### src/rtl/gf2_modexp_pkg.sv
package gf2_modexp_pkg;
   typedef enum logic [2:0] {
      ST_IDLE     = 3'd0,
      ST_SQ_ISSUE = 3'd1,
      ST_SQ_WAIT  = 3'd2,
      ST_MU_ISSUE = 3'd3,
      ST_MU_WAIT  = 3'd4,
      ST_DONE     = 3'd5
   } ctl_state_t;
endpackage

### src/rtl/gf2_clmul.sv
module gf2_clmul #(
   parameter int N = 9
) (
   input  logic [N-1:0]   a,
   input  logic [N-1:0]   b,
   output logic [2*N-2:0] p
);
   localparam int PW = 2*N - 1;

   logic [PW-1:0] part [N];

   for (genvar i = 0; i < N; i++) begin : g_part
      assign part[i] = b[i] ? ({{(PW-N){1'b0}}, a} << i) : '0;
   end

   always_comb begin
      p = '0;
      for (int i = 0; i < N; i++) p = p ^ part[i];
   end
endmodule

### src/rtl/gf2_reducer.sv
module gf2_reducer #(
   parameter int N = 9
) (
   input  logic           clk,
   input  logic           rst_n,
   input  logic           load,
   input  logic [2*N-2:0] dividend,
   input  logic [N:0]     modulus,
   output logic           fin,
   output logic [N-1:0]   rem
);
   localparam int PW = 2*N - 1;
   localparam int HW = N - 1;
   localparam int LW = (HW > 1) ? $clog2(HW) : 1;

   logic [PW-1:0] dvd;
   logic          act;
   logic          hit;
   logic [LW-1:0] lead;
   logic [PW-1:0] f_ext;
   logic [PW-1:0] f_al;

   always_comb begin
      hit  = 1'b0;
      lead = '0;
      for (int i = 0; i < HW; i++) begin
         if (dvd[N+i]) begin
            hit  = 1'b1;
            lead = LW'(i);
         end
      end
   end

   assign f_ext = {{(PW-N-1){1'b0}}, modulus};
   assign f_al  = f_ext << lead;
   assign rem   = dvd[N-1:0];

   always_ff @(posedge clk) begin
      if (!rst_n) begin
         dvd <= '0;
         act <= 1'b0;
         fin <= 1'b0;
      end else begin
         fin <= 1'b0;
         if (load) begin
            dvd <= dividend;
            act <= 1'b1;
         end else if (act) begin
            if (hit) begin
               dvd <= dvd ^ f_al;
            end else begin
               act <= 1'b0;
               fin <= 1'b1;
            end
         end
      end
   end
endmodule

### src/rtl/gf2_modexp.sv
module gf2_modexp
   import gf2_modexp_pkg::*;
#(
   parameter int N  = 9,
   parameter int KW = 8
) (
   input  logic          clk,
   input  logic          rst_n,
   input  logic          start,
   input  logic [N-1:0]  g_in,
   input  logic [N:0]    f_in,
   input  logic [KW-1:0] k_in,
   output logic          busy,
   output logic          done,
   output logic [N-1:0]  res
);
   localparam int PW = 2*N - 1;
   localparam logic [N-1:0] ONE = {{(N-1){1'b0}}, 1'b1};

   if (N < 2) begin : g_bad_n
      $error("gf2_modexp: N must be at least 2");
   end
   if (KW < 1) begin : g_bad_kw
      $error("gf2_modexp: KW must be at least 1");
   end

   ctl_state_t    st;
   logic [N-1:0]  g_run;
   logic [N-1:0]  s_acc;
   logic [N:0]    f_reg;
   logic [KW-1:0] k_sh;
   logic [N-1:0]  mul_b;
   logic [PW-1:0] prod;
   logic          red_load;
   logic          red_fin;
   logic [N-1:0]  red_rem;
   logic          last_bit;

   assign mul_b    = (st == ST_SQ_ISSUE) ? g_run : s_acc;
   assign red_load = (st == ST_SQ_ISSUE) || (st == ST_MU_ISSUE);
   assign last_bit = ((k_sh >> 1) == '0);

   gf2_clmul #(.N(N)) u_mul (
      .a (g_run),
      .b (mul_b),
      .p (prod)
   );

   gf2_reducer #(.N(N)) u_red (
      .clk      (clk),
      .rst_n    (rst_n),
      .load     (red_load),
      .dividend (prod),
      .modulus  (f_reg),
      .fin      (red_fin),
      .rem      (red_rem)
   );

   always_ff @(posedge clk) begin
      if (!rst_n) begin
         st    <= ST_IDLE;
         g_run <= '0;
         s_acc <= '0;
         f_reg <= '0;
         k_sh  <= '0;
      end else begin
         unique case (st)
            ST_IDLE: begin
               if (start) begin
                  f_reg <= f_in;
                  g_run <= g_in;
                  k_sh  <= k_in >> 1;
                  s_acc <= k_in[0] ? g_in : ONE;
                  st    <= ((k_in >> 1) == '0) ? ST_DONE : ST_SQ_ISSUE;
               end
            end
            ST_SQ_ISSUE: st <= ST_SQ_WAIT;
            ST_SQ_WAIT: begin
               if (red_fin) begin
                  g_run <= red_rem;
                  if (k_sh[0]) begin
                     st <= ST_MU_ISSUE;
                  end else begin
                     k_sh <= k_sh >> 1;
                     st   <= last_bit ? ST_DONE : ST_SQ_ISSUE;
                  end
               end
            end
            ST_MU_ISSUE: st <= ST_MU_WAIT;
            ST_MU_WAIT: begin
               if (red_fin) begin
                  s_acc <= red_rem;
                  k_sh  <= k_sh >> 1;
                  st    <= last_bit ? ST_DONE : ST_SQ_ISSUE;
               end
            end
            ST_DONE: st <= ST_IDLE;
            default: st <= ST_IDLE;
         endcase
      end
   end

   assign busy = (st != ST_IDLE);
   assign done = (st == ST_DONE);
   assign res  = s_acc;
endmodule

### config.mk
export PLATFORM = sky130hd
export DESIGN_NAME = gf2_modexp
export DESIGN_NICKNAME = d
export VERILOG_FILES = /design/src/rtl/gf2_modexp_pkg.sv /design/src/rtl/gf2_clmul.sv /design/src/rtl/gf2_reducer.sv /design/src/rtl/gf2_modexp.sv
export SDC_FILE = /design/constraint.sdc
export NUM_CORES = 1
export LEC_CHECK = 0
export ABC_AREA = 1
export BUFFER_PORTS_ARGS = -buffer_cell sky130_fd_sc_hd__buf_4
export CAP_MARGIN = 30
export CELL_PAD_IN_SITES_DETAIL_PLACEMENT = 0
export CELL_PAD_IN_SITES_GLOBAL_PLACEMENT = 1
export CORE_AREA = 2 2 125 97
export CTS_CLUSTER_DIAMETER = 200
export DETAILED_ROUTE_END_ITERATION = 8
export DIE_AREA = 0 0 127 99
export PLACE_DENSITY = 0.87
export SYNTH_ARGS = -nofsm -noshare
export SYNTH_HDL_FRONTEND = slang
export SYNTH_SLANG_ARGS = --single-unit
export TNS_END_PERCENT = 5
### constraint.sdc
create_clock -name clk -period 2.6 [get_ports clk]
set_input_delay 0.39 -clock clk [delete_from_list [all_inputs] [get_ports clk]]
set_output_delay 0.39 -clock clk [all_outputs]
set_load 0.03 [all_outputs]
==> results.yml, run 1 <==
detailed_routing:
  routedWlPerCell_um: 14.6
  antenna_left: 0
  dr.pass1.iters: 5
  drt-initial-drc-count: 377
  drc: 0
  via_per_inst: 5.29
  vias: 5293
  wl_um: 14600
timing:
  setup-tns-final_ns: 0
  fin_crit_ns: 2.30
  setup_ws_ns: 0.303
  slew_headroom_pct: 50.7
  fin_worst_skew_ns: 0.00848
  finalSetupViolations: 0
  drv_slew: 0
  worstMarginPinSlew_ns: 0.739
  clock.fmax_ghz: 0.435
  rsz0062_at_grt: "no"
  hold_violations: 0
  post-route-period-util_pct: 88.3
global_routing:
  grtUsageTotal_pct: 23.9
  grt_max_degree: 38
  grt_pass1_vias: 4684
  grt_first_pass_wirelength_um: 23900
  grt-ovfl-total: 0
  antenna_found_initial: 1
synthesis:
  synth_edf_count: 0
  async_flop_share_pct: 0
  ys_warn_count: 0
  synthesis.area_um2: 4680
  ys_ff_latch: 57
  synth-main-ff-cell: "dfxtp_1"
  synth_fp_nets: 842
  avgSynthCellArea_um2: 5.77
  syn_inst: 812
  synth-seq-area-share_pct: 24.4
  synth_cell_types: 41
clock_network:
  tritoncts: "yes"
  ctsHoldBuffers: 0
  clk_pin_slew_ns: 0.06
  clk_latency_ns: 0.34
  numCtsBuffers: 9
  cts_resized: 0
  post_cts_buffers: 0
  clock_sinks: 57
  clockBufferDepth: 2
  htree_levels: 3
  cts_root_buf: "clkbuf_16"
critical_path:
  rrSetupSlack_ns: 0.30
  crit_type: "reg2reg"
  reg2reg_depth: 11
  cp_num_buf_inv: 3
  cp_max_fo: 12
  cp_slowest_cell: "dfxtp_1"
  cp-end-kind: "register"
  path_delay_family: "simple AND/OR/NAND/NOR gates"
  cp.required_ns: 2.82
  rr_endpoint: "k_sh[2]$_SDFFE_PN0P_"
  r2r-start: "st[0]$_SDFFE_PN0P_"
  cpPeakStageDelay_ns: 0.49
  worst_path_most_repeated_cell: "inv_2"
  worstSetupStartpointType: "register"
  critPathArrivalTime_ns: 2.52
  crit_chain: "nor2_1 -> nand2_2 -> inv_2 -> nor2_4 -> o22ai_1 -> a21oi_2 -> inv_2 -> nor2_4 -> inv_2 -> a221oi_1 -> nor2_1"
placement:
  gp_congestion: 0.892
  dpl.hpwl_um: 11200
  port_buffers: 40
  dp_slack_ns: 0.333
worst_hold_path:
  holdCritStartpoint: "f_in[2]"
  hp-class: "in2reg"
  hold_path_end: "f_reg[2]$_SDFFE_PN0P_"
  whs_path_depth: 3
floorplanning:
  io-pin-count: 41
  die_area_um2: 12600
  die_w_um: 127
  initial_utilization_pct: 41.4
  row_count: 34
  fp.dieH_um: 99
  coreArea_um2: 11300
power:
  peakVddDrop_mv: 0.760
  leakagePower_nw: 2.50
  pwr_density_cell_nw_per_um2: 1540
final_layout:
  largest_register_ffs: 17
  nets: 881
  areaGrowthSynthToFinish_pct: 16.8
  final_cell_mix: "nand2_1, nand3_1, nor2_1"
  diodes: 0
  final_common_cell: "nand2_1"
  drive_above_1_share_pct: 13.1
run_status:
  status: "finished clean"
job:
  cap_violations: 0
how the worst max path moves through the flow:
stage                        from                   end  slack [ns]  cells past startpoint
3_5_place_dp   st[0]$_SDFFE_PN0P_  k_sh[2]$_SDFFE_PN0P_        0.33                     11
2_1_floorplan  st[0]$_SDFFE_PN0P_  k_sh[2]$_SDFFE_PN0P_        0.76                     11
6_report       st[0]$_SDFFE_PN0P_  k_sh[2]$_SDFFE_PN0P_        0.30                     11
5_1_grt        st[0]$_SDFFE_PN0P_  k_sh[3]$_SDFFE_PN0P_        0.06                     11
4_1_cts        st[0]$_SDFFE_PN0P_  k_sh[2]$_SDFFE_PN0P_        0.32                     11
3_3_place_gp   st[0]$_SDFFE_PN0P_  k_sh[4]$_SDFFE_PN0P_        0.35                     11
cells by family (layout without fill, tap and decap cells):
family | Yosys count | count (layout) | synth area share (%)
AOI/OAI and AO/OA | 144 | 144 | 17.6
xor gates and xnor gates | 24 | 24 | 4.49
buffers and inverters | 128 | 172 | 10.7
DFF | 57 | 57 | 24.4
and+or+nand+nor | 459 | 459 | 42.8
cells in the mapped netlist (all sizes together) (8+ instances only):
cell type  instances  share of area (%)
a21oi             41                4.5
a311oi             8                1.5
a31oi             14                1.9
buf                9                1.2
clkbuf            19                1.5
dfxtp             57                 24
inv               94                7.5
nand2            247                 21
nand3             97                 11
nor2              96                8.8
o21ai             65                7.0
xnor2             11                2.1
xor2              13                2.4
cell type report:
class	instances	area, um2
timing repair buffer	56	420
clock buffer	10	239
multi-input combinational	627	3040
inverter	100	375
clock inverter	6	73.8
sequential	57	1140
tap	144	180
fill	1200	5850
through the flow:
stage               utilization [%]  cells  power [W]  hold WS (ns)  cell area [um2]
finish                         48.3   1000    0.00843         0.273             5470
detailed placement             45.6    984    0.00710         0.468             5160
global placement               45.6    984    0.00705         0.460             5160
floorplan                         -    812    0.00569         0.444             4680
CTS                            48.3   1000    0.00837         0.269             5470
global route                   48.3   1000    0.00927         0.286             5470
worst reg2reg max path: stages, from the launching register on:
cell      delay [ns]
dfxtp_1         0.49
nor2_1          0.11
nand2_2         0.22
inv_2           0.17
nor2_4          0.27
o22ai_1         0.14
a21oi_2         0.17
inv_2           0.07
nor2_4          0.14
inv_2           0.09
a221oi_1        0.23
nor2_1          0.07
report_power, final:
part	switching (W)	internal [W]	total, W
registers	0.000332	0.00120	0.00153
logic	0.00389	0.00176	0.00566
clock network	0.000463	0.000780	0.00124
per-layer routing:
metal | track usage, % | share of wire, %
met5 | 0 | 0
met4 | 5.41 | 1.4
met3 | 4.89 | 7.6
met2 | 35.6 | 42
met1 | 35.4 | 49
Note: power is estimated with default switching activity, not from simulation.
==> run 2, diff against run 1 <==
--- a/config.mk
+++ b/config.mk
@@ -14,7 +14,8 @@
 export CTS_CLUSTER_DIAMETER = 200
 export DETAILED_ROUTE_END_ITERATION = 8
 export DIE_AREA = 0 0 127 99
-export PLACE_DENSITY = 0.87
+export PLACE_DENSITY_LB_ADDON = 0.1
+export SETUP_SLACK_MARGIN = 0.4
 export SYNTH_ARGS = -nofsm -noshare
 export SYNTH_HDL_FRONTEND = slang
 export SYNTH_SLANG_ARGS = --single-unit
==> run 2 against run 1 <==
Net effect:
- flip-flop and latch count did not move
- clock power fell by 7%
- die area unchanged
- global-route usage rose by 1.1 points
- sequential power is essentially flat
- routed wire length increased by 4.5%
- sequential share of layout area is 0.15 points lower
- largest cell class unchanged
- clock skew rose by 0.0018 ns
- setup slack gained 0.20 ns
- worst hold slack improved by 0.0047 ns
==> results.yml, run 2 (same netlist as run 1, synthesis figures left out) <==
critical_path:
  cpPeakStageDelay_ns: 0.36
  worstSetupStartpointType: "register"
  cp_max_fo: 9
  critPathArrivalTime_ns: 2.28
  critPathLaunch: "st[2]$_SDFFE_PN0P_"
  cp.required_ns: 2.78
  crit_chain: "inv_2 -> nand2_4 -> nor2_4 -> buf_12 -> nand2_1 -> nand2_2 -> inv_1 -> nand3_1 -> nand2_1 -> inv_1 -> nand2_1 -> nand2_1 -> nand2_1 -> nand2_1 -> nand2_1 -> nand3_1 -> a21oi_1"
  path_delay_family: "simple AND/OR/NAND/NOR gates"
  cp_num_buf_inv: 4
  r2r-start: "st[2]$_SDFFE_PN0P_"
  worst_path_most_repeated_cell: "nand2_1"
  cp_slowest_cell: "dfxtp_2"
  cp-end-kind: "register"
  crit_type: "reg2reg"
global_routing:
  grtUsageTotal_pct: 25.0
  antenna_found_initial: 0
  grt_pass1_vias: 4813
  grt_max_degree: 38
  grt-ovfl-total: 0
  grt_first_pass_wirelength_um: 25100
detailed_routing:
  dr.pass1.iters: 5
  routedWlPerCell_um: 15.2
  drc: 0
  via_per_inst: 5.34
  antenna_left: 0
  wl_um: 15200
  vias: 5357
  drt-initial-drc-count: 317
final_layout:
  largest_register_ffs: 17
  final_cell_mix: "nand2_1, nand3_1, nor2_1"
  fin_cells: 1003
  finalInstanceArea_um2: 5530
  diodes: 0
  drive_above_1_share_pct: 14.7
  nets: 884
  areaGrowthSynthToFinish_pct: 18.1
  n_fill_cell: 1208
  final_common_cell: "nand2_1"
timing:
  fin_worst_skew_ns: 0.0103
  rsz0062_at_grt: "yes"
  post-route-period-util_pct: 80.8
  setup-tns-final_ns: 0
  worstMarginPinSlew_ns: 0.800
  holdWs_ns: 0.278
  drv_slew: 0
  clock.fmax_ghz: 0.476
  fin_crit_ns: 2.10
  slew_headroom_pct: 46.6
  hold_violations: 0
  finalSetupViolations: 0
run_status:
  status: "finished clean"
placement:
  dp_cells: 985
  port_buffers: 40
  dpl.hpwl_um: 11800
  gp_congestion: 0.933
  place_area_um2: 5160
floorplanning:
  initial_utilization_pct: 41.4
  coreArea_um2: 11300
  die_area_um2: 12600
  io-pin-count: 41
  row_count: 34
  fp.dieH_um: 99
  die_w_um: 127
clock_network:
  tritoncts: "yes"
  clock_sinks: 57
  clk_latency_ns: 0.33
  cts_root_buf: "clkbuf_16"
  numCtsBuffers: 9
  clockBufferDepth: 2
  ctsHoldBuffers: 0
  clk_pin_slew_ns: 0.06
  htree_levels: 3
power:
  peakVddDrop_mv: 0.772
  pwr_density_cell_nw_per_um2: 1550
  leakagePower_nw: 2.50
worst_hold_path:
  hp-class: "in2reg"
  holdCritStartpoint: "f_in[9]"
job:
  cap_violations: 0
==> run 2: cell count changes in the layout (fill, tap and decap cells not counted), sizes merged <==
| cell | before | now |
|---|---|---|
| clkinvlp | 0 | 3 |
| buf | 56 | 59 |
| bufinv | 1 | 0 |
| clkbuf | 10 | 11 |
| inv | 97 | 94 |
==> run 2: what timing repair did <==
action / CTS / global route
endpoints found under the hold margin: 0 / 0
endpoints found under the setup margin: 7 / 43
resized for setup: 2 / 13
pin swaps: 0 / 2
buffers inserted: 0 / 2
gates cloned: 0 / 0
==> run 2: final timing paths <==
kind	to	slack, ns	cells after the start
worst max-delay path	u_red.dvd[10]$_SDFFE_PN0P_	0.50	17
worst min-delay path	f_reg[9]$_SDFFE_PN0P_	0.28	3
worst max register to register	u_red.dvd[10]$_SDFFE_PN0P_	0.50	17
worst min register to register	k_sh[5]$_SDFFE_PN0P_	0.48	2
==> run 2: metal layers <==
metal  wire length (um)  track usage [%]  vias up
met4                167             6.00        0
li1                   -                -     2724
met1               7510             37.0     2434
met5                  0                0        -
met3               1180             5.54       11
met2               6360             36.7      188
==> run 2: layout make-up <==
type | count | area, um2 | share of cell area (%)
Sequential cell | 57 | 1140 | 20.7
Timing Repair Buffer | 59 | 455 | 8.24
Tap cell | 144 | 180 | 3.26
Clock buffer | 11 | 253 | 4.57
Inverter | 100 | 378 | 6.83
Multi-Input combinational cell | 627 | 3080 | 55.7
Clock inverter | 5 | 40.0 | 0.724
==> run 2: worst reg2reg max path: cells and delay by family, from the launching register on <==
| family | cells | cell delay (ns) |
|---|---|---|
| AND/OR/NAND/NOR | 12 | 1.07 |
| buffers and inverters | 4 | 0.44 |
| flip-flops | 1 | 0.36 |
| AO/OA/AOI/OAI | 1 | 0.07 |
==> run 2: where the power goes <==
group          switching [W]  internal, W  total [W]  leakage [nW]
clock               0.000452     0.000699    0.00115         0.134
combinational        0.00400      0.00188    0.00588          1.90
sequential          0.000348      0.00120    0.00155         0.472
==> run 2: through the flow <==
| step | power, W | setup WS (ns) | utilization [%] |
|---|---|---|---|
| finish | 0.00859 | 0.499 | 48.9 |
| global route | 0.00947 | 0.283 | 48.9 |
| CTS | 0.00843 | 0.355 | 48.3 |
| detailed placement | 0.00724 | 0.332 | 45.6 |
| global placement | 0.00717 | 0.388 | 45.6 |
| floorplan | 0.00569 | 0.760 | - |
==> run 3, diff against run 2 <==
--- a/config.mk
+++ b/config.mk
@@ -5,15 +5,15 @@
 export SDC_FILE = /design/constraint.sdc
 export NUM_CORES = 1
 export LEC_CHECK = 0
-export ABC_AREA = 1
+export ABC_AREA = 0
 export BUFFER_PORTS_ARGS = -buffer_cell sky130_fd_sc_hd__buf_4
 export CAP_MARGIN = 30
 export CELL_PAD_IN_SITES_DETAIL_PLACEMENT = 0
 export CELL_PAD_IN_SITES_GLOBAL_PLACEMENT = 1
-export CORE_AREA = 2 2 125 97
+export CORE_AREA = 2 2 116 90
 export CTS_CLUSTER_DIAMETER = 200
 export DETAILED_ROUTE_END_ITERATION = 8
-export DIE_AREA = 0 0 127 99
+export DIE_AREA = 0 0 118 92
 export PLACE_DENSITY_LB_ADDON = 0.1
 export SETUP_SLACK_MARGIN = 0.4
 export SYNTH_ARGS = -nofsm -noshare
==> constraint.sdc (replaced) <==
create_clock -name clk -period 2.2 [get_ports clk]
set_input_delay 0.33 -clock clk [delete_from_list [all_inputs] [get_ports clk]]
set_output_delay 0.33 -clock clk [all_outputs]
set_load 0.03 [all_outputs]
==> run 3 against run 2 <==
Net effect:
- via count shrank 17%
- combinational power is 77% lower
- flip-flop and latch count unchanged
- synthesized cell count shrank 28%
- clock power rose by 23%
- count of clock-buffer cells in the layout fell by 1
- clock skew down 0.0047 ns
- cell count decreased by 22%
- total power decreased by 53%
- cell area is 2.3% lower
- critical path type unchanged
==> results.yml, run 3 <==
synthesis:
  async_flop_share_pct: 0
  ys_ff_latch: 57
  synth_commonest_cells: "nand2_1, dfxtp_1, a21oi_1"
  synthTopCellsByArea: "dfxtp_1, nand2_1, xnor2_1"
  synth_cell_types: 57
  synth_top_cell_area_share_pct: 27.3
  yosysMostFrequentCell: "nand2_1"
  synth-seq-area-share_pct: 27.3
  avgSynthCellArea_um2: 7.17
  synth-main-ff-cell: "dfxtp_1"
  syn_inst: 583
  synth_edf_count: 0
  synth_fp_nets: 613
  synthesis.area_um2: 4180
  synth_top_area_cell: "dfxtp_1"
  ys_warn_count: 0
clock_network:
  clk_pin_slew_ns: 0.06
  numCtsBuffers: 9
  cts_root_buf: "clkbuf_16"
  tritoncts: "yes"
  ctsHoldBuffers: 0
  clk_latency_ns: 0.33
  clock_sinks: 57
  clockBufferDepth: 2
  htree_levels: 3
global_routing:
  grtUsageTotal_pct: 26.1
  grt_pass1_vias: 4158
  grt-ovfl-total: 0
  grt_first_pass_wirelength_um: 22200
  grt_max_degree: 21
  antenna_found_initial: 0
job:
  cap_violations: 0
critical_path:
  cp_max_fo: 5
  worstSetupStartpointType: "register"
  cp-end-kind: "register"
  crit_type: "reg2reg"
  r2r-start: "u_red.dvd[15]$_SDFFE_PN0P_"
  critPathLaunch: "u_red.dvd[15]$_SDFFE_PN0P_"
  critPathArrivalTime_ns: 2.36
  cp.required_ns: 2.41
detailed_routing:
  dr.pass1.iters: 5
  route.met3.wl_um: 877
  antenna_left: 0
  vias: 4437
  dr_wl_met2_um: 6070
  drt-met1-wl_um: 6820
  drt-initial-drc-count: 450
  wl_um: 13800
  drc: 0
  routedWlPerCell_um: 17.7
  via_per_inst: 5.66
  top_layer: "met4"
floorplanning:
  coreArea_um2: 9890
  io-pin-count: 41
  row_count: 32
  fp.dieH_um: 92
  initial_utilization_pct: 42.3
  die_w_um: 118
  die_area_um2: 10900
timing:
  post-route-period-util_pct: 97.7
  finalSetupViolations: 0
  slew_headroom_pct: 65.0
  hold_violations: 0
  drv_slew: 0
  rsz0062_at_grt: "yes"
  clock.fmax_ghz: 0.465
  fin_crit_ns: 2.15
  fin_worst_skew_ns: 0.00556
  setup-tns-final_ns: 0
  worstMarginPinSlew_ns: 0.525
placement:
  place_area_um2: 4880
  gp_congestion: 0.890
  port_buffers: 40
  dpl.hpwl_um: 10100
power:
  leakagePower_nw: 1.94
  peakVddDrop_mv: 0.355
  pwr_density_cell_nw_per_um2: 750
final_layout:
  diodes: 0
  largest_register_ffs: 17
  final_common_cell: "nand2_1"
  nets: 673
  final_cell_mix: "nand2_1, buf_4, dfxtp_1"
  postLayoutCoreUtil_pct: 54.6
  drive_above_1_share_pct: 23.6
  finalInstanceArea_um2: 5400
  areaGrowthSynthToFinish_pct: 29.1
run_status:
  status: "finished clean"
worst_hold_path:
  hp-class: "in2reg"
  holdCritStartpoint: "f_in[0]"
==> run 3: changes by cell type after synthesis, moves of 26 or more <==
cell,before,now
xnor2_1,11,37
inv_1,85,7
nor2_1,86,37
mux2i_1,0,29
o21ai_0,53,26
nand3_1,95,21
nand2_1,235,129
==> run 3: worst paths after layout <==
check / slack (ns) / depth (start not counted) / endpoint
max reg2reg: 0.05 / 6 / u_red.dvd[11]$_SDFFE_PN0P_
max: 0.05 / 6 / u_red.dvd[11]$_SDFFE_PN0P_
min reg2reg: 0.49 / 2 / k_sh[6]$_SDFFE_PN0P_
min: 0.25 / 3 / f_reg[0]$_SDFFE_PN0P_
==> run 3: stage by stage <==
step,power (W),setup WS (ns),instances,hold slack [ns]
floorplan,0.00206,0.113,583,0.448
global placement,0.00250,0.000868,764,0.471
detailed placement,0.00251,0.0198,764,0.476
CTS,0.00395,0.0862,780,0.236
global route,0.00426,-0.0119,784,0.245
finish,0.00405,0.0507,784,0.245
==> run 3: worst max-delay path: stages, from the launching register on <==
cell,delay [ns]
dfxtp_2,0.33
or4_4,0.53
or4_4,0.47
and2_4,0.20
nand2_1,0.08
mux2i_1,0.08
o311a_1,0.35
==> run 3: final cells by class <==
class	instances	area, um2
clock buffer	10	239
clock inverter	6	66.3
fill	942	4490
inverter	9	40.0
multi-input combinational	472	3000
sequential	57	1140
tap	136	170
timing repair buffer	94	741
==> run 3: repair_timing <==
item / 4_1_cts / 5_1_grt
gates resized for setup: 6 / 39
pin swaps: 0 / 13
setup endpoints to repair: 16 / 40
buffers inserted: 0 / 2
gates cloned: 0 / 2
==> run 3: report_power, final <==
part / total [W] / internal, W / switching, W / leakage, nW
clock network: 0.00142 / 0.000908 / 0.000508 / 0.141
registers: 0.00128 / 0.00113 / 0.000146 / 0.469
logic: 0.00136 / 0.000587 / 0.000770 / 1.33
total: 0.00405 / 0.00263 / 0.00142 / 1.94
==> run 3: logic make-up after synthesis <==
logic type / Yosys count / share of synthesized area [%]
simple gates: 229 / 23.9
flops: 57 / 27.3
mux: 30 / 7.21
compound gates: 152 / 23.8
xor+xnor: 60 / 12.6
buf+inv: 55 / 5.29
==> run 3: layer usage <==
metal | vias to the layer above | track usage (%)
met5 | - | 0
met3 | 10 | 4.98
met4 | 0 | 5.22
met1 | 2094 | 38.3
met2 | 155 | 39.9
li1 | 2178 | -
